### config.mk
export PLATFORM = sky130hd
export DESIGN_NAME = i2c_tgt_stretch
export DESIGN_NICKNAME = d
export VERILOG_FILES = /design/src/rtl/i2c_tgt_pkg.sv /design/src/rtl/i2c_tgt_sync.sv /design/src/rtl/i2c_tgt_ctl.sv /design/src/rtl/i2c_tgt_match.sv /design/src/rtl/i2c_tgt_stretch.sv
export SDC_FILE = /design/constraint.sdc
export NUM_CORES = 1
export LEC_CHECK = 0
export ABC_AREA = 1
export BUFFER_PORTS_ARGS = -buffer_cell sky130_fd_sc_hd__buf_2
export CORE_MARGIN = 3
export CORE_UTILIZATION = 55
export DETAILED_ROUTE_END_ITERATION = 6
export PLACE_DENSITY = 0.79
export SLEW_MARGIN = 15
export SYNTH_ARGS = -nofsm -noshare
export SYNTH_HDL_FRONTEND = slang
export SYNTH_SLANG_ARGS = --single-unit
export TNS_END_PERCENT = 1
### constraint.sdc
create_clock -name clk -period 2.39 [get_ports clk]
set_clock_uncertainty 0.2 [all_clocks]
set_input_delay 0.1195 -clock clk [delete_from_list [all_inputs] [get_ports clk]]
set_output_delay 0.1195 -clock clk [all_outputs]
set_load 0.03 [all_outputs]
### src/rtl/i2c_tgt_pkg.sv
package i2c_tgt_pkg;
  localparam int BYTE_W = 8;
  localparam int ADDR_W = 10;
  localparam int CFG_W  = 6;
  localparam int CFG_REL = 0;
  localparam int CFG_STR = 1;
  localparam int CFG_GCE = 2;
  localparam int CFG_ANY = 3;
  localparam int CFG_TEN = 4;
  localparam int CFG_EN  = 5;
  localparam logic [4:0] TEN_HDR = 5'b11110;

  typedef enum logic [2:0] {
    ST_IDLE, ST_ADR1, ST_ADR2, ST_RXB, ST_TXB, ST_ACK, ST_ATX
  } tgt_state_e;
endpackage

### src/rtl/i2c_tgt_sync.sv
module i2c_tgt_sync #(
  parameter int WIDTH  = 2,
  parameter int STAGES = 2
) (
  input  logic             clk,
  input  logic             rst,
  input  logic [WIDTH-1:0] din,
  output logic [WIDTH-1:0] dout,
  output logic [WIDTH-1:0] dprev
);
  logic [WIDTH-1:0] pipe [STAGES+1];

  always_ff @(posedge clk) begin
    if (rst) begin
      for (int i = 0; i <= STAGES; i++) pipe[i] <= '1;
    end else begin
      pipe[0] <= din;
      for (int i = 1; i <= STAGES; i++) pipe[i] <= pipe[i-1];
    end
  end

  assign dout  = pipe[STAGES-1];
  assign dprev = pipe[STAGES];
endmodule

### src/rtl/i2c_tgt_ctl.sv
module i2c_tgt_ctl import i2c_tgt_pkg::*; (
  input  logic             clk,
  input  logic             rst,
  input  logic             wr,
  input  logic [CFG_W-1:0] wdata,
  input  logic             hw_clr,
  input  logic             hw_set,
  output logic [CFG_W-1:0] cfg
);
  localparam logic [CFG_W-1:0] RST_VAL = CFG_W'(1) << CFG_REL;

  always_ff @(posedge clk) begin
    if (rst) begin
      cfg <= RST_VAL;
    end else begin
      if (wr) begin
        cfg[CFG_W-1:1] <= wdata[CFG_W-1:1];
        if (cfg[CFG_STR] || wdata[CFG_REL]) cfg[CFG_REL] <= wdata[CFG_REL];
      end
      if (hw_set) cfg[CFG_REL] <= 1'b1;
      if (hw_clr) cfg[CFG_REL] <= 1'b0;
    end
  end

  assert_hw_clear_R3: assert property (@(posedge clk) disable iff (rst)
    hw_clr |=> !cfg[CFG_REL]);

  assert_zero_write_ignored_R6: assert property (@(posedge clk) disable iff (rst)
    (wr && !cfg[CFG_STR] && !wdata[CFG_REL] && !hw_clr && !hw_set)
      |=> cfg[CFG_REL] == $past(cfg[CFG_REL]));
endmodule

### src/rtl/i2c_tgt_match.sv
module i2c_tgt_match import i2c_tgt_pkg::*; (
  input  logic [BYTE_W-1:0] rx_byte,
  input  logic [ADDR_W-1:0] own,
  input  logic              ten_bit,
  input  logic              any_addr,
  input  logic              gc_en,
  input  logic              armed,
  output logic              hit_full,
  output logic              hit_high,
  output logic              hit_low
);
  logic gc, hdr, short_hit;

  always_comb begin
    gc        = gc_en && (rx_byte == '0);
    hdr       = (rx_byte[7:3] == TEN_HDR) && (rx_byte[2:1] == own[9:8]);
    short_hit = !ten_bit && (rx_byte[7:1] == own[6:0]);
    hit_full  = any_addr || gc || short_hit || (ten_bit && hdr && rx_byte[0] && armed);
    hit_high  = ten_bit && hdr && !rx_byte[0] && !any_addr;
    hit_low   = (rx_byte == own[7:0]);
  end

  always_comb begin
    assert_single_path_R8: assert (!(hit_full && hit_high));
  end
endmodule

### src/rtl/i2c_tgt_stretch.sv
module i2c_tgt_stretch import i2c_tgt_pkg::*; #(
  parameter int SYNC_STAGES = 2
) (
  input  logic              clk,
  input  logic              rst,
  input  logic              scl_i,
  input  logic              sda_i,
  output logic              scl_oe,
  output logic              sda_oe,
  input  logic              cfg_wr,
  input  logic [CFG_W-1:0]  cfg_wdata,
  output logic [CFG_W-1:0]  cfg_rdata,
  input  logic [ADDR_W-1:0] own_addr,
  input  logic [BYTE_W-1:0] tx_data,
  output logic [BYTE_W-1:0] rx_data,
  output logic              irq
);
  localparam int CW = $clog2(BYTE_W + 1);
  localparam logic [CW-1:0] CNT_FULL = CW'(BYTE_W);
  localparam logic [CW-1:0] CNT_LAST = CW'(BYTE_W - 1);

  logic [1:0] s_now, s_prev;
  logic s_scl, s_sda, p_scl, p_sda;
  logic start_det, stop_det, scl_rise, scl_fall;
  logic [CFG_W-1:0] cfg;
  logic en, rel, hw_clr, hw_set;
  logic hit_full, hit_high, hit_low;

  tgt_state_e state, st_n, ack_nx, ack_nx_n;
  logic [BYTE_W-1:0] shreg, sh_n, rx_q, rx_n;
  logic [CW-1:0] bitcnt, cnt_n;
  logic armed, armed_n, nack, nack_n, sda_q, sda_n, irq_q, irq_n;

  i2c_tgt_sync #(.WIDTH(2), .STAGES(SYNC_STAGES)) u_sync (
    .clk(clk), .rst(rst), .din({scl_i, sda_i}), .dout(s_now), .dprev(s_prev));

  assign {s_scl, s_sda} = s_now;
  assign {p_scl, p_sda} = s_prev;
  assign start_det = s_scl && p_scl && p_sda && !s_sda;
  assign stop_det  = s_scl && p_scl && !p_sda && s_sda;
  assign scl_rise  = s_scl && !p_scl;
  assign scl_fall  = !s_scl && p_scl;

  i2c_tgt_ctl u_ctl (
    .clk(clk), .rst(rst), .wr(cfg_wr), .wdata(cfg_wdata),
    .hw_clr(hw_clr), .hw_set(hw_set), .cfg(cfg));

  assign en  = cfg[CFG_EN];
  assign rel = cfg[CFG_REL];

  i2c_tgt_match u_match (
    .rx_byte(shreg), .own(own_addr), .ten_bit(cfg[CFG_TEN]),
    .any_addr(cfg[CFG_ANY]), .gc_en(cfg[CFG_GCE]), .armed(armed),
    .hit_full(hit_full), .hit_high(hit_high), .hit_low(hit_low));

  always_comb begin
    st_n = state; ack_nx_n = ack_nx; sh_n = shreg; rx_n = rx_q; cnt_n = bitcnt;
    armed_n = armed; nack_n = nack; sda_n = sda_q;
    irq_n = 1'b0; hw_clr = 1'b0; hw_set = 1'b0;
    if (!en) begin
      st_n = ST_IDLE; sda_n = 1'b0; armed_n = 1'b0;
    end else if (stop_det) begin
      st_n = ST_IDLE; sda_n = 1'b0; armed_n = 1'b0; hw_set = 1'b1;
    end else if (start_det) begin
      st_n = ST_ADR1; cnt_n = '0; sda_n = 1'b0;
    end else begin
      unique case (state)
        ST_ADR1, ST_ADR2, ST_RXB: begin
          if (scl_rise) begin
            sh_n  = {shreg[BYTE_W-2:0], s_sda};
            cnt_n = bitcnt + CW'(1);
          end else if (scl_fall && bitcnt == CNT_FULL) begin
            cnt_n = '0;
            if (state == ST_ADR1) begin
              if (hit_full) begin
                st_n = ST_ACK; ack_nx_n = shreg[0] ? ST_TXB : ST_RXB;
                sda_n = 1'b1; hw_clr = 1'b1; irq_n = 1'b1;
              end else if (hit_high) begin
                st_n = ST_ACK; ack_nx_n = ST_ADR2; sda_n = 1'b1; hw_clr = 1'b1;
              end else begin
                st_n = ST_IDLE;
              end
            end else if (state == ST_ADR2) begin
              if (hit_low) begin
                st_n = ST_ACK; ack_nx_n = ST_RXB; armed_n = 1'b1;
                sda_n = 1'b1; hw_clr = 1'b1; irq_n = 1'b1;
              end else begin
                st_n = ST_IDLE;
              end
            end else begin
              rx_n = shreg; irq_n = 1'b1; st_n = ST_ACK; ack_nx_n = ST_RXB;
              sda_n = 1'b1; hw_clr = cfg[CFG_STR];
            end
          end
        end
        ST_ACK: begin
          if (scl_fall) begin
            st_n = ack_nx; cnt_n = '0; sda_n = 1'b0;
            if (ack_nx == ST_TXB) begin
              hw_clr = 1'b1; sh_n = tx_data; sda_n = !tx_data[BYTE_W-1];
            end
          end
        end
        ST_TXB: begin
          if (scl_fall) begin
            cnt_n = bitcnt + CW'(1);
            if (bitcnt == CNT_LAST) begin
              st_n = ST_ATX; sda_n = 1'b0; irq_n = 1'b1;
            end else begin
              sh_n = shreg << 1; sda_n = !shreg[BYTE_W-2];
            end
          end else if (bitcnt == '0 && !rel) begin
            sh_n = tx_data; sda_n = !tx_data[BYTE_W-1];
          end
        end
        ST_ATX: begin
          if (scl_rise) begin
            nack_n = s_sda;
          end else if (scl_fall) begin
            cnt_n = '0;
            if (nack) begin
              st_n = ST_IDLE;
            end else begin
              st_n = ST_TXB; hw_clr = 1'b1; sh_n = tx_data; sda_n = !tx_data[BYTE_W-1];
            end
          end
        end
        default: ;
      endcase
    end
  end

  always_ff @(posedge clk) begin
    if (rst) begin
      state <= ST_IDLE; ack_nx <= ST_IDLE; shreg <= '0; rx_q <= '0; bitcnt <= '0;
      armed <= 1'b0; nack <= 1'b0; sda_q <= 1'b0; irq_q <= 1'b0;
    end else begin
      state <= st_n; ack_nx <= ack_nx_n; shreg <= sh_n; rx_q <= rx_n; bitcnt <= cnt_n;
      armed <= armed_n; nack <= nack_n; sda_q <= sda_n; irq_q <= irq_n;
    end
  end

  assign scl_oe    = en && !rel;
  assign sda_oe    = sda_q;
  assign irq       = irq_q;
  assign rx_data   = rx_q;
  assign cfg_rdata = cfg;

  assert_off_quiet_R1: assert property (@(posedge clk) disable iff (rst)
    !en |=> !sda_oe);

  assert_stop_release_R11: assert property (@(posedge clk) disable iff (rst)
    (en && stop_det) |=> !scl_oe);

  assert_irq_pulse_R12: assert property (@(posedge clk) disable iff (rst)
    irq |=> !irq);
endmodule

# [Yosys cells after proc, flatten, opt, wreduce, memory -nomap -nowiden]
# Memories as Yosys holds them, arrays and structs flattened.
# Cells that the tools add are included.
# Widths: inputs -> output; s select.
[totals] out_inout_bits=17 ram_bits=6 mem_count=1 register_bits=36 word_cells=201 input_bits=29
[mem_list] name="u_sync.pipe" words=3 width=2 rd=3 rd_ports_with_merged_regs=0 write_ports=3 line="i2c_tgt_sync.sv:11" rtl="logic [WIDTH-1:0] pipe [STAGES+1];"
[classes] mux=90 bitwise=9 reduce_logical=51 eq_ne=37 addsub=1
[ops] operator="$mux 8" count=9
[ops] operator="$mux 3" count=19
[ops] operator="$mux 1" count=47
[ops] operator="$ne 3x3->1 const B" count=11
[ops] operator="$pmux 8 s4" count=1
[ops] operator="$reduce_and 8->1" count=4
[ops] operator="$mux 4" count=6
[ops] operator="$ne 2x2->1 const B" count=10
[ops] operator="$logic_and 1x1->1" count=18
[ops] operator="$pmux 4 s4" count=1
[ops] operator="$eq 3x3->1 const B" count=4
[ops] operator="$ne 4x4->1 const B" count=3
[ops] operator="$pmux 3 s4" count=1
[ops] operator="$reduce_and 12->1" count=1
[ops] operator="$logic_not 1->1" count=10
[ops] operator="$reduce_and 10->1" count=1
[ops] operator="$eq 8x8->1" count=1
[ops] operator="$logic_not 8->1" count=1
[ops] operator="$eq 7x7->1" count=1
[ops] operator="$reduce_and 7->1" count=1
[ops] operator="$eq 3x2->1 const B" count=2
[ops] operator="$mux 2" count=3
[ops] operator="$not 1->1" count=6
[ops] operator="$reduce_and 6->1" count=1
[ops] operator="other kinds (19)" count=26

# [Longest topological paths before layout]
# Gate-level depths: netlist of the first run.
[depth] ltp_word=16 ltp_mapped=15 depth_no_buf=15

# [Hierarchy]
# Synthesis of the first run repeated with hierarchy kept, for this count alone.
[hier_totals] hier_cells=485 area_unflattened_um2=2841.5
[by_module_without_submodules] mod="i2c_tgt_stretch" area_per_inst_um2=2053.2 instances=1 cells_per_inst=354 seq_area_each_um2=600.6
[by_module_without_submodules] mod="i2c_tgt_match" area_per_inst_um2=371.6 instances=1 cells_per_inst=78 seq_area_each_um2=0.0
[by_module_without_submodules] mod="i2c_tgt_ctl" area_per_inst_um2=217.7 instances=1 cells_per_inst=30 seq_area_each_um2=120.1
[by_module_without_submodules] mod="i2c_tgt_sync" area_per_inst_um2=198.9 instances=1 cells_per_inst=23 seq_area_each_um2=120.1

# [Least setup slack after synthesis of the first run]
# No wires, ideal clock.
[synth_path] path_type="register to register" from="register u_ctl.cfg[5]" to="register shreg[5]" path_slack_ns=0.488 t_required_ns=2.078 t_arrival_ns=1.590 path_stages_with_launch=9 period_less_slack_ns=1.902 path_cell_list="dfxtp_1 inv_1 nor2_1 nand2_1 nor4_4 buf_6 nand2_1 nand2_1 nor2_1"
[synth_between] elab_chain_cells=1
[synth_rtl] item="start: declaration" line="i2c_tgt_ctl.sv:8" rtl="output logic [CFG_W-1:0] cfg"
[synth_rtl] item="start signal: indexed assignment" line="i2c_tgt_ctl.sv:17" rtl="cfg[CFG_W-1:1] <= wdata[CFG_W-1:1];"
[synth_rtl] item="$reduce_and 12->1 (no line)"
[synth_rtl] item="end signal: assignment" line="i2c_tgt_stretch.sv:138" rtl="state <= st_n; ack_nx <= ack_nx_n; shreg <= sh_n; rx_q <= rx_n; bitcnt <= cnt_n;"
[synth_rtl] item="end: declaration" line="i2c_tgt_stretch.sv:30" rtl="logic [BYTE_W-1:0] shreg, sh_n, rx_q, rx_n;"
# Every way passes these cells.
# A chain may end at the register's enable or synchronous reset.

# [Final worst setup path of the first run]
[layout_path] from="register state[2]" to="register shreg[3]"
[layout_between] elab_chain_cells=4
[layout_rtl] item="start: declaration" line="i2c_tgt_stretch.sv:29" rtl="tgt_state_e state, st_n, ack_nx, ack_nx_n;"
[layout_rtl] item="start signal: assignment" line="i2c_tgt_stretch.sv:138"
[layout_rtl] item="$eq 3x1->1 / $eq 3x2->1 (equally long branches)" line="i2c_tgt_stretch.sv:67" rtl="unique case (state)"
[layout_rtl] item="$reduce_or 3->1" line="i2c_tgt_stretch.sv:67"
[layout_rtl] item="$ne 2x2->1 (no line) / $reduce_bool 4->1 (equally long branches)"
[layout_rtl] item="$reduce_and 12->1 (no line)"
# Several ways; a longest one is shown, not always the timed one.

==> results by group, run 1 <==
Synth
  – Most frequent cell after synthesis: nand2_1
  – Synth Register Bits: 42
  – Netlist cell types: 43
  – Largest cells by area after synthesis: dfxtp_1 (32%), nand2_1 (13%), nor2_1 (8.5%)
  – Top_reg_cell synth: dfxtp_1
  – Post-Synthesis Cells: 402
  – Cell area after synthesis: 0.00262 mm2
  – Top cell type's share of synthesized area: 32.1%
  – Area leader, netlist: dfxtp_1
  – YS warnings: 0
  – Syn_nets: 433
  – Seq/Total Area, Yosys: approximately 32%
  – Synth cell count leaders: nand2_1 (93), nor2_1 (59), inv_1 (54), dfxtp_1 (42), a21oi_1 (23)
  – Mapped Avg Cell Area: 6.51 um2
  – Post-synthesis async set-or-reset flop share: 0%
  – Post-synth EDFFs: 0

Clock network
  – Clk_lat worst skew: approximately 0.29 ns
  – CTS tree: yes
  – Num CTS Buffers: 5
  – CTS Buffer Depth: 2
  – CTS resizes: 0
  – Post CTS Setup Buffer Count: 0
  – # hold bufs at CTS: 21
  – H-tree depth: 2
  – Root Driver: clkbuf_8
  – CTS sink count: 42
  – Worst-path clk slew: around 0.080 ns

Route
  – Number of remaining DRC errors: 0
  – Drt first pass iters: 5
  – Final ANT Viol Nets: 0
  – Vias/cell: 5.32
  – Met3 wire length: 399 um
  – Met2 Wirelength: 3190 um
  – 1st-iter DRT viols: 161
  – Routed length on met1: 3140 um
  – Drt wl/cell: 13.1 um
  – Via count: 2766
  – Final wirelength: 6810 um
  – Top sig layer: met4

Timing
  – Setup TNS: 0 ns
  – Worst Max-Slew Pin Slew: 0.558 ns
  – Max-slew violation count: 0
  – Crit path time final: roughly 2.2 ns
  – Max frequency: 465 MHz
  – Slew margin rel.: 62.7%
  – # setup viols final: 0
  – Crit share post-route: 90.0%
  – RSZ-0062 raised after global routing: false
  – Final hold viol count: 0

Min path
  – Hold Path Class: in -> reg

GRT
  – First-pass GRT wire length: 11200 um
  – Grt ovf: 0
  – Largest net degree at the start of global routing: 20
  – Antenna violations before repair: 0
  – Number of global-route vias before repair: 2470
  – Gr usage total: 25.5%

Placed design
  – Post-placement cell area: 0.00285 mm2
  – HPWL after DPL: 4850 um
  – PortBufs: 45
  – Placer Congestion: 0.932

Pwr
  – Leakage: around 1.5 nW
  – Max VDD drop: 0.375 mV
  – PD cells: 466 mW/mm2

Flow run
  – Max Cap Viol: 0

Worst setup path
  – CP Data Arrival Time: 2.15 ns
  – Crit path launch type: flop
  – WS Path Type: reg -> reg
  – CP Capture Type: flop
  – Critical Path Fanout Max: 13
  – CP required: 2.39 ns

Die
  – Die Wd: 75.0 um
  – CORE AREA: around 0.0045 mm2
  – I/O pin count: 46
  – DIE AREA: 0.00562 mm2
  – Chip Height: 75.0 um
  – Starting density of the core: 58.5%
  – Row Count: 24

Cells and area
  – Cell area after layout: 0.00317 mm2
  – Ant diodes: 0
  – Fillers: ~390
  – Total Nets Final: 498
  – Area delta synth->final: 21.1%
  – Share of cells above drive strength 1: 19.7%

Run status
  – Outcome: finished, final reports clean
==> flip-flops by register name, summed over array words and instances (netlist names) <==
name and cells:
rx_data 8, shreg 8, u_ctl.cfg 6, u_sync.pipe 6
bitcnt 4, ack_nx 3, state 3, armed 1
irq 1, nack 1, sda_oe 1
==> power breakdown <==
group / leakage [nW] / internal [W] / switching, W
clock network: 0.0514 / 0.000312 / 0.000244
logic: 1.14 / 0.0000860 / 0.000108
registers: 0.341 / 0.000713 / 0.0000141
==> critical path, stage by stage (launching register included) <==
cell	delay, ns
dfxtp_1	0.43
inv_2	0.10
nor2_4	0.19
nand2_4	0.09
nor2_2	0.19
nor2_1	0.07
inv_1	0.31
nor2_1	0.11
a31oi_1	0.22
nand2_1	0.08
nand2_1	0.06
nor2_1	0.03
==> layer usage <==
metal,track usage (%),vias up
li1,-,1407
met1,33.9,1244
met2,43.2,107
met3,4.54,8
met4,5.73,0
met5,0,-
==> through the flow <==
step	power, W	util, %	worst slack (ns)	hold slack [ns]	instances
4_1_cts	0.00148	70.9	0.320	0.0190	520
2_1_floorplan	0.000852	-	0.488	0.0233	402
3_3_place_gp	0.000902	63.7	0.396	0.102	491
3_5_place_dp	0.000905	63.7	0.347	0.106	491
6_report	0.00148	70.9	0.238	0.0250	520
5_1_grt	0.00154	70.9	0.130	0.0573	520
==> area by class of cell <==
type                       instances  area, um2  area share (%)
timing repair buffer              69        458            14.4
inverter                          60        225            7.10
clock buffer                       6       72.6            2.29
clock inverter                     2       37.5            1.18
multi-input combinational        289       1470            46.4
sequential                        42        841            26.5
tap                               52       65.1            2.05
==> kinds of logic after synthesis <==
family | count (synthesis) | share of synthesized area, %
buffers and inverters | 71 | 11.7
xor gates and xnor gates | 5 | 1.67
and+or+nand+nor | 219 | 39.4
DFF | 42 | 32.1
adders and majority gates | 2 | 0.956
AOI/OAI and AO/OA | 63 | 14.1
==> layout by cell type, fill, tap and decap left out, types with 2 or more instances in the layout <==
master	count
a211oi_1	2
a21oi_1	23
a31oi_1	7
buf_2	45
buf_4	3
clkbuf_8	5
dfxtp_1	42
dlygate4sd3_1	21
ha_1	2
inv_1	54
inv_2	6
nand2_1	93
nand2_2	5
nand3_1	20
nand3_2	2
nand4_1	6
nor2_1	59
nor2_2	8
nor2_4	2
nor3_1	9
nor3_2	2
o21a_1	2
o21ai_0	19
o21ai_1	2
or2_2	5
xnor2_1	3
xor2_1	2
==> worst paths after layout <==
path / start / end / cells after the start / slack, ns
hold reg to reg: u_sync.pipe[0][0] / u_sync.pipe[0][2] / 1 / 0.22
hold / removal: cfg_wr / u_ctl.cfg[0] / 5 / 0.03
setup reg to reg: state[2] / shreg[3] / 11 / 0.24
setup / recovery: state[2] / shreg[3] / 11 / 0.24
Note: power is estimated with default switching activity, not from simulation.
==> run 2, diff against run 1 <==
- clock period: 2.39 -> 2.55 ns (I/O delays scaled with it)
==> run 2 against run 1 <==
Effect of this change:
- clock-buffer cell count stayed put
- register-to-register slack better by 0.20 ns
- flip-flop and latch count stayed put
- critical path depth is 4 lower
- highest routed layer unchanged
==> results by group, run 2 (synthesis gave the netlist of run 1 again) <==
Run status
  – Outcome: finished, final reports clean

Die
  – Chip Height: 75.0 um (unchanged)
  – Die Wd: 75.0 um (unchanged)
  – Starting density of the core: 58.5% (unchanged)
  – I/O pin count: 46 (unchanged)
  – Row Count: 24 (unchanged)
  – DIE AREA: 0.00562 mm2 (unchanged)
  – CORE AREA: 0.00447 mm2 (unchanged)

Cells and area
  – Non-Filler Instances: 519 (-0.19%)
  – Most frequent cells in the layout: nand2_1 (93), nor2_1 (59), inv_1 (54)
  – Commonest non-fill, non-tap cell in the layout: nand2_1
  – Ant diodes: 0 (unchanged)
  – Total Nets Final: 497 (-0.20%)
  – Storage element area: 841 um2 (unchanged)
  – Fillers: 378 (-3.3%)
  – Area delta synth->final: 19.9%
  – Multi-input logic area: 0.00147 mm2 (unchanged)
  – Cell area after layout: 0.00314 mm2 (-0.99%)
  – Share of cells above drive strength 1: 19.5% (-0.17 points)

GRT
  – Antenna violations before repair: 0 (unchanged)
  – Number of global-route vias before repair: 2370 (-4.0%)
  – Gr usage total: 24.8% (-0.75 points)
  – Largest net degree at the start of global routing: 17 (-15%)
  – Grt ovf: 0 (unchanged)
  – First-pass GRT wire length: 10700 um (-3.8%)

Clock network
  – Worst-path clk slew: 0.08 ns (about the same)
  – CTS Buffer Depth: 2 (unchanged)
  – CTS sink count: 42 (unchanged)
  – H-tree depth: 2 (unchanged)
  – Root Driver: clkbuf_8
  – Clk_lat worst skew: 0.30 ns (about the same)
  – CTS resizes: 0 (unchanged)
  – Num CTS Buffers: 5 (unchanged)
  – CTS tree: yes
  – Post CTS Setup Buffer Count: 0 (unchanged)

Worst setup path
  – CP required: 2.60 ns (+0.21 ns)
  – CP Data Arrival Time: 2.22 ns (+0.07 ns)
  – Worst R2R Start: bitcnt[0]
  – CP Capture Type: flop
  – Critical Path Fanout Max: 14 (+1)
  – Crit path launch type: input pin
  – R2r endpoint: rx_data[5]
  – R2r setup slk: 0.44 ns (+0.20 ns)
  – WS Path Type: in -> reg
  – Worst R2R Path Depth: 7 (-4)

Route
  – 1st-iter DRT viols: 202 (+25%)
  – Final ANT Viol Nets: 0 (unchanged)
  – Via count: 2750 (-0.58%)
  – Drt first pass iters: 5 (unchanged)
  – Final wirelength: 6730 um (-1.1%)
  – Drt wl/cell: 13.0 um (-0.90%)
  – Vias/cell: 5.30 (-0.39%)
  – Number of remaining DRC errors: 0 (unchanged)
  – Met2 Wirelength: 3200 um (about the same)
  – Routed length on met1: 3120 um (-0.76%)
  – Top sig layer: met4
  – Met3 wire length: 343 um (-14%)

Timing
  – Max frequency: 460 MHz
  – Final hold viol count: 0 (unchanged)
  – Max-slew violation count: 0 (unchanged)
  – Slew margin rel.: 66.6% (+3.9 points)
  – Worst Max-Slew Pin Slew: 0.500 ns (-0.0584 ns)
  – Crit share post-route: 85.2%
  – RSZ-0062 raised after global routing: false
  – Setup TNS: 0 ns (unchanged)
  – Crit path time final: 2.17 ns
  – # setup viols final: 0 (unchanged)

Pwr
  – Max VDD drop: 0.350 mV (-6.7%)
  – Leakage: 1.52 nW (-0.75%)
  – PD cells: 410 mW/mm2 (-12%)

Placed design
  – PortBufs: 45 (unchanged)
  – HPWL after DPL: 4940 um (+1.8%)
  – Placer Congestion: 0.926 (-0.68%)
  – Post-placement cell area: 0.00284 mm2 (-0.26%)
  – Dpl cells: 490 (-0.20%)

Min path
  – Hold Path Class: in -> reg
  – Hold path depth: 3 (-2)
  – Hold EP: u_ctl.cfg[5]
  – Hold path startpoint: cfg_wr

Flow run
  – Max Cap Viol: 0 (unchanged)
## run 2: cell count changes in the layout (fill, tap and decap cells not counted), sizes merged
cell,delta
clkinvlp,-1
buf,-1
bufinv,-1
clkinv,+2
## run 2: critical path, stage by stage
cell,delay [ns]
dlygate4sd3_1,0.53
buf_2,0.19
inv_1,0.36
buf_4,0.27
o21ai_0,0.11
nor2_1,0.08
dlygate4sd3_1,0.54
## run 2: how the worst max path moves through the flow
stage,slack (ns),cells past startpoint,startpoint,end
floorplan,0.65,8,u_ctl.cfg[5],shreg[5]
global placement,0.57,8,state[0],bitcnt[1]
detailed placement,0.50,10,state[0],shreg[4]
CTS,0.42,7,rst,u_ctl.cfg[2]
global route,0.27,7,u_sync.pipe[0][5],rx_data[0]
finish,0.38,7,rst,u_ctl.cfg[2]
## run 2: final cells by class
type,count,share of cell area [%]
Sequential cell,42,26.8
Timing Repair Buffer,68,14.3
Inverter,60,7.17
Multi-Input combinational cell,289,46.9
Clock inverter,2,0.438
Tap cell,52,2.07
Clock buffer,6,2.31
## run 2: routing by layer
metal,track usage (%),vias up
met3,4.67,11
li1,-,1409
met5,0,-
met2,41.2,89
met1,33.2,1241
met4,5.93,0
## run 2: through the flow
step                worst slack [ns]  hold slack [ns]  total power (W)  util (%)
global placement               0.571            0.111         0.000844      63.5
CTS                            0.420          0.00494          0.00129      70.2
global route                   0.267           0.0477          0.00135      70.2
detailed placement             0.497            0.114         0.000847      63.5
finish                         0.378           0.0181          0.00129      70.2
floorplan                      0.648           0.0313         0.000798         -
## run 2: power breakdown
part | total [W] | internal, W | leakage, nW | switching [W]
Clock | 0.000427 | 0.000193 | 0.0452 | 0.000234
Combinational | 0.000180 | 0.0000797 | 1.13 | 0.000101
Sequential | 0.000681 | 0.000668 | 0.341 | 0.0000134
Total | 0.00129 | 0.000941 | 1.52 | 0.000348
## run 2: repair_timing
item | 4_1_cts | 5_1_grt
endpoints found under the hold margin | 21 | 0
hold buffers | 21 | 0
setup endpoints to repair | 0 | 0
